===== config.mk =====
export PLATFORM = sky130hd
export DESIGN_NAME = ict_vecgen
export DESIGN_NICKNAME = d
export VERILOG_FILES = /design/src/rtl/itv_pkg.sv /design/src/rtl/itv_seq.sv /design/src/rtl/itv_pattern.sv /design/src/rtl/itv_compare.sv /design/src/rtl/ict_vecgen.sv
export SDC_FILE = /design/constraint.sdc
export NUM_CORES = 1
export LEC_CHECK = 0
export BUFFER_PORTS_ARGS = -buffer_cell sky130_fd_sc_hd__clkbuf_2
export CAP_MARGIN = 20
export CORE_MARGIN = 2
export CORE_UTILIZATION = 25
export CTS_CLUSTER_SIZE = 14
export DETAILED_ROUTE_END_ITERATION = 12
export PLACE_DENSITY = 0.51
export SLEW_MARGIN = 20
export SYNTH_ARGS = -nofsm -noshare
export SYNTH_HDL_FRONTEND = slang
export SYNTH_SLANG_ARGS = --single-unit

===== constraint.sdc =====
create_clock -name clk -period 7.92 [get_ports clk]
set_input_delay 1.584 -clock clk [delete_from_list [all_inputs] [get_ports clk]]
set_output_delay 1.584 -clock clk [all_outputs]
set_load 0.01 [all_outputs]

===== src/rtl/itv_pkg.sv =====
package itv_pkg;

    typedef enum logic [2:0] {
        CODE_COUNT    = 3'd0,
        CODE_MODCOUNT = 3'd1,
        CODE_TRUECOMP = 3'd2,
        CODE_EXTTC    = 3'd3,
        CODE_WALK     = 3'd4
    } code_mode_e;

    typedef struct packed {
        logic busy;
        logic done;
    } run_state_t;

    function automatic int idx_bits(int nets);
        return (nets < 2) ? 1 : $clog2(nets);
    endfunction

    function automatic int seq_len(code_mode_e m, int nets);
        case (m)
            CODE_MODCOUNT: return $clog2(nets + 2);
            CODE_TRUECOMP: return 2 * idx_bits(nets);
            CODE_EXTTC:    return 2 * idx_bits(nets) + 2;
            CODE_WALK:     return nets;
            default:       return idx_bits(nets);
        endcase
    endfunction

    function automatic code_mode_e legal_mode(logic [2:0] raw);
        return (raw > 3'd4) ? CODE_COUNT : code_mode_e'(raw);
    endfunction

    // bit k of a code word of the given width, most significant bit first
    function automatic logic code_bit(int code, int width, int k);
        if (k < 0 || k >= width) return 1'b0;
        return ((code >> (width - 1 - k)) & 1) == 1;
    endfunction

endpackage


===== src/rtl/itv_seq.sv =====
module itv_seq
    import itv_pkg::*;
#(
    parameter int NETS = 8,
    parameter int STW  = 5
) (
    input  logic              clk,
    input  logic              rst,
    input  logic              start,
    input  logic [2:0]        mode_raw,
    input  logic              step,
    output code_mode_e        mode_q,
    output logic [STW-1:0]    idx,
    output run_state_t        st
);
    logic [STW-1:0] last_idx;

    always_comb last_idx = STW'(seq_len(mode_q, NETS) - 1);

    always_ff @(posedge clk) begin
        if (rst) begin
            mode_q <= CODE_COUNT;
            idx    <= '0;
            st     <= '0;
        end else if (start) begin
            mode_q  <= legal_mode(mode_raw);
            idx     <= '0;
            st.busy <= 1'b1;
            st.done <= 1'b0;
        end else if (step && st.busy) begin
            if (idx == last_idx) begin
                st.busy <= 1'b0;
                st.done <= 1'b1;
                idx     <= '0;
            end else begin
                idx <= idx + 1'b1;
            end
        end
    end
endmodule


===== src/rtl/itv_pattern.sv =====
module itv_pattern
    import itv_pkg::*;
#(
    parameter int NETS = 8,
    parameter int STW  = 5
) (
    input  code_mode_e        mode,
    input  logic [STW-1:0]    idx,
    input  logic              busy,
    output logic [NETS-1:0]   vec
);
    localparam int CW  = idx_bits(NETS);
    localparam int MCW = $clog2(NETS + 2);

    always_comb begin
        int k;
        k = int'(idx);
        for (int i = 0; i < NETS; i++) begin
            case (mode)
                CODE_MODCOUNT: vec[i] = code_bit(i + 1, MCW, k);
                CODE_TRUECOMP: vec[i] = (k < CW) ? code_bit(i, CW, k)
                                                 : !code_bit(i, CW, k - CW);
                CODE_EXTTC: begin
                    if (k < 2)           vec[i] = (k == 1);
                    else if (k < CW + 2) vec[i] = code_bit(i, CW, k - 2);
                    else                 vec[i] = !code_bit(i, CW, k - 2 - CW);
                end
                CODE_WALK:     vec[i] = (k == i);
                default:       vec[i] = code_bit(i, CW, k);
            endcase
            if (!busy) vec[i] = 1'b0;
        end
    end
endmodule


===== src/rtl/itv_compare.sv =====
module itv_compare #(
    parameter int NETS = 8
) (
    input  logic              clk,
    input  logic              rst,
    input  logic              start,
    input  logic              step,
    input  logic              busy,
    input  logic [NETS-1:0]   expected,
    input  logic [NETS-1:0]   sensed,
    output logic [NETS-1:0]   mismatch,
    output logic [NETS-1:0]   fail_map
);
    for (genvar i = 0; i < NETS; i++) begin : g_net
        assign mismatch[i] = busy & (sensed[i] ^ expected[i]);

        always_ff @(posedge clk) begin
            if (rst || start)      fail_map[i] <= 1'b0;
            else if (step && busy) fail_map[i] <= fail_map[i] | mismatch[i];
        end
    end
endmodule


===== src/rtl/ict_vecgen.sv =====
module ict_vecgen
    import itv_pkg::*;
#(
    parameter int NETS = 8
) (
    input  logic              clk,
    input  logic              rst,
    input  logic              start,
    input  logic [2:0]        mode_sel,
    input  logic              step,
    input  logic [NETS-1:0]   sensed,
    output logic [NETS-1:0]   drive_vec,
    output logic              busy,
    output logic              done,
    output logic [NETS-1:0]   mismatch,
    output logic [NETS-1:0]   fail_map
);
    localparam int CW      = idx_bits(NETS);
    localparam int MAX_LEN = (NETS > 2 * CW + 2) ? NETS : 2 * CW + 2;
    localparam int STW     = $clog2(MAX_LEN + 1);

    code_mode_e     mode_q;
    logic [STW-1:0] idx;
    run_state_t     st;

    itv_seq #(.NETS(NETS), .STW(STW)) u_seq (
        .clk(clk), .rst(rst), .start(start), .mode_raw(mode_sel),
        .step(step), .mode_q(mode_q), .idx(idx), .st(st)
    );

    itv_pattern #(.NETS(NETS), .STW(STW)) u_pat (
        .mode(mode_q), .idx(idx), .busy(st.busy), .vec(drive_vec)
    );

    itv_compare #(.NETS(NETS)) u_cmp (
        .clk(clk), .rst(rst), .start(start), .step(step), .busy(st.busy),
        .expected(drive_vec), .sensed(sensed),
        .mismatch(mismatch), .fail_map(fail_map)
    );

    assign busy = st.busy;
    assign done = st.done;
endmodule


==> results.md <==
- FF+latch count, synth: 17
- Hold Vio Cnt, Final: 0
- Sequential Area: 340 µm²
- GRT overflow: 0
- Leakage Power: 1.26 nW
- Reg-to-reg slack, setup: 2.99 ns
- Hold Path Origin: u_cmp.fail_map[0]$_SDFFE_PP0P_
- Crit start category: register
- Layout area overhead: 13.8%
- Synthesized area: 0.00288 mm²
- Hold Crit Class: register to register
- Die Span Y: 111 µm
- Synth Warn #: 0
- Synth Area in Simple Gates: 0.344
- Cts bufs inserted: 3
- Post-synth top flop: dfxtp_1
- Fin crit share: 0.867
- Synth Area in XOR/XNOR: 0.0525
- Adder-cell share of the synthesized area: 0.135
- Post-synthesis cell count: 394
- Wire length per cell: 16.1 µm
- Clock latency on the worst-skew pair: 0.26 ns
- Worst slew margin: 0.401
- Internal Power: 0.182 mW
- Proportion of layout cells with a drive suffix above 1: 0.181
- Final setup vio count: 0
- Initial antenna violation count: 0
- Sw frac: 0.307
- Multi-input gate area: 0.00238 mm²
- Global-route wire length before repair: 15,200 µm
- Hold Buf Count CTS: 0
- Flop pwr share: 0.352
- # fillers: 1,261
- GRT Overall Usage: 0.146
- Vias post-DR: 3,135
- Total Power: 0.262 mW
- Mapped Nets: 440
- DP HPWL: 7010 µm
- Drt initial violations: 292
- Pwr/cell area: 80.0 mW/mm²
- Largest net degree at the start of global routing: 40
- Port Buf Inserts: 40
- Detailed Routing Iterations Pass 1: 4
- VDD IR max: 0.0858 mV
- Num rows: 39
- RSZ-0062 raised after global routing: false
- Inserted Diodes: 0
- Post-synthesis compound-gate area fraction: 0.280
- DIE WIDTH: 111 µm
- WHS Endpoint: u_cmp.fail_map[0]$_SDFFE_PP0P_
- Post-layout min period: 6.87 ns
- Syn Area/Cell: 7.32 µm²
- I/O Pins: 41
- H-tree depth: 1
- Initial Utilization: 0.255
- MaxCap Viol Count: 0
- Reg-to-reg startpoint: u_seq.idx[3]$_SDFFE_PP0P_
- Clock root buffer: clkbuf_16
- Post-synthesis async set-or-reset flop share: 0
- CP arrival: 5.28 ns
- DR vias/cell: 5.62
- Crit. End Element: primary output
- Psw: 0.0806 mW
- Clock Skews: 0.00491 ns
- Nets@finish: 462
- Worst Setup Path Type: register to primary output
- Total wire length: 9010 µm
- Setup TNS: 0 ns
- CTS tree: done
- Cells on worst reg2reg path: 12
- Seq/Total Area, Yosys: 0.118
- Final WS setup: 1.05 ns
- Sink Count: 17
- Clock slew at reported path FFs: 0.06 ns
- Vias in the first global route: 3,005
- CP Max Fanout: 20
- Max clock buf depth: 2
- Post_cts resized: 0
- Die area: 0.0124 mm²
- Clk pwr share: 0.409
- Final Max Slew Viols: 0
- Req. time, crit path: 6.34 ns
- Worst R2R End: u_cmp.fail_map[5]$_SDFFE_PP0P_
- GPL Wtd Cong: 0.911
- Number of synthesized flops with an enable pin: 0
- Setup repair bufs after CTS: 0
- Combinational power share: 0.239
- DR DRC count: 0
- Worst Tran Pin Value: 0.894 ns
- Mux share of post-synthesis cell area: 0.0143
- Crit path from: u_seq.idx[3]$_SDFFE_PP0P_
- Hold Path Cell Cnt: 1
- Antenna viol nets, final: 0
- Status: finished, final reports clean
- Dpl ws: 1.41 ns
- Fmax: 146 MHz
- Largest family of logic cells by synthesized area: simple AND/OR/NAND/NOR gates
- Core Area: 0.0113 mm²
- Cell variety after synth: 76
## logic make-up after synthesis
| kind of cell | count (synthesis) |
|---|---|
| simple gates | 176 |
| compound gates | 109 |
| buf+inv | 43 |
| fa+ha+maj | 31 |
| flops | 17 |
| xor+xnor | 14 |
| mux | 4 |
## worst max path at each step
stage / endpoint / slack (ns) / depth (start not counted)
2_1_floorplan: mismatch[4] / 1.33 / 16
3_3_place_gp: mismatch[5] / 1.40 / 13
3_5_place_dp: mismatch[5] / 1.41 / 13
4_1_cts: mismatch[5] / 1.12 / 13
5_1_grt: mismatch[5] / 0.82 / 13
6_report: mismatch[5] / 1.05 / 13
## area by class of cell
class	count	area share
clock buffer	3	0.0229
tap	143	0.0546
multi-input combinational	334	0.726
clock inverter	1	0.00229
inverter	14	0.0160
sequential	17	0.104
timing repair buffer	46	0.0748
## power groups by stage
| stage | clock network [mW] | logic (mW) | registers [mW] |
|---|---|---|---|
| after global placement | 0 | 0.0620 | 0.0941 |
| final | 0.107 | 0.0627 | 0.0923 |
| after detailed placement | 0 | 0.0620 | 0.0942 |
| after floorplan | 0 | 0.0426 | 0.0913 |
| after CTS | 0.111 | 0.0623 | 0.0922 |
| after global routing | 0.112 | 0.0689 | 0.0933 |
## sequential cells by signal, indices dropped and copies added (netlist names)
signal and count:
u_seq.st 2, u_seq.mode_q 3, u_cmp.fail_map 8, u_seq.idx 4
## worst max-delay path, stage by stage (launching register included)
cell and delay [ns]:
dfxtp_1 0.73, inv_1 0.25, ha_1 0.56, nand3b_1 0.18, nand2b_1 0.20, ha_1 0.31, or4b_4 0.54, or4_1 0.67
or3_4 0.46, a211oi_1 0.45, o2111a_2 0.29, nor2_1 0.07, mux2i_1 0.16, clkbuf_2 0.15
## metal layers
| metal | track usage | share of wire |
|---|---|---|
| met1 | 0.203 | 0.47 |
| met2 | 0.237 | 0.46 |
| met3 | 0.0207 | 0.047 |
| met4 | 0.0370 | 0.019 |
| met5 | 0 | 0 |
## synth_stat cells, types with 3 or more instances
library cell | n | area, µm²
or3b_2 | 5 | 43.8
a221o_1 | 4 | 40.0
nor2b_1 | 10 | 62.6
nor3_1 | 14 | 70.1
mux2i_1 | 3 | 30.0
nand2_1 | 23 | 86.3
ha_1 | 31 | 388
a21o_1 | 5 | 37.5
nor2_1 | 41 | 154
nand2b_1 | 11 | 68.8
xnor2_1 | 7 | 61.3
o211ai_1 | 5 | 37.5
xor2_1 | 5 | 43.8
nor4_1 | 4 | 25.0
a31oi_1 | 5 | 31.3
or4b_2 | 3 | 30.0
and2_1 | 10 | 62.6
nand4b_1 | 3 | 26.3
dfxtp_1 | 17 | 340
o31a_1 | 3 | 26.3
a221oi_1 | 5 | 43.8
o21ai_0 | 20 | 100
or4_1 | 3 | 22.5
a211oi_1 | 6 | 45.0
o21a_1 | 4 | 30.0
nor3b_1 | 3 | 22.5
a21oi_1 | 20 | 100
clkbuf_1 | 26 | 97.6
nand3b_1 | 5 | 37.5
inv_1 | 13 | 48.8
nand4_1 | 9 | 56.3
o31ai_1 | 3 | 22.5
nand3_1 | 14 | 70.1
or3_1 | 5 | 31.3
## stage by stage
stage | util | area (µm²) | hold WS [ns] | cells
2_1_floorplan | - | 2880 | 0.495 | 394
3_3_place_gp | 0.282 | 3200 | 0.451 | 554
3_5_place_dp | 0.282 | 3200 | 0.458 | 554
4_1_cts | 0.290 | 3280 | 0.473 | 558
5_1_grt | 0.290 | 3280 | 0.496 | 558
6_report | 0.290 | 3280 | 0.466 | 558
## layout by cell type, fill, tap and decap left out, types with 4 or more instances in the layout
cell,n
nor3_1,14
nor2b_1,10
nand4_1,9
o21a_1,4
a211oi_1,6
xor2_1,5
clkbuf_2,40
nor2_1,41
o21ai_0,20
inv_1,13
nand3_1,14
nand2b_1,11
ha_1,31
nand2_1,23
xnor2_1,7
or3b_2,5
or3_1,5
nor4_1,4
and2_1,10
buf_4,6
a21o_1,5
nand3b_1,5
dfxtp_1,17
a31oi_1,5
a221oi_1,5
a221o_1,4
a21oi_1,20
o211ai_1,5
(Power assumes the default switching activity.)
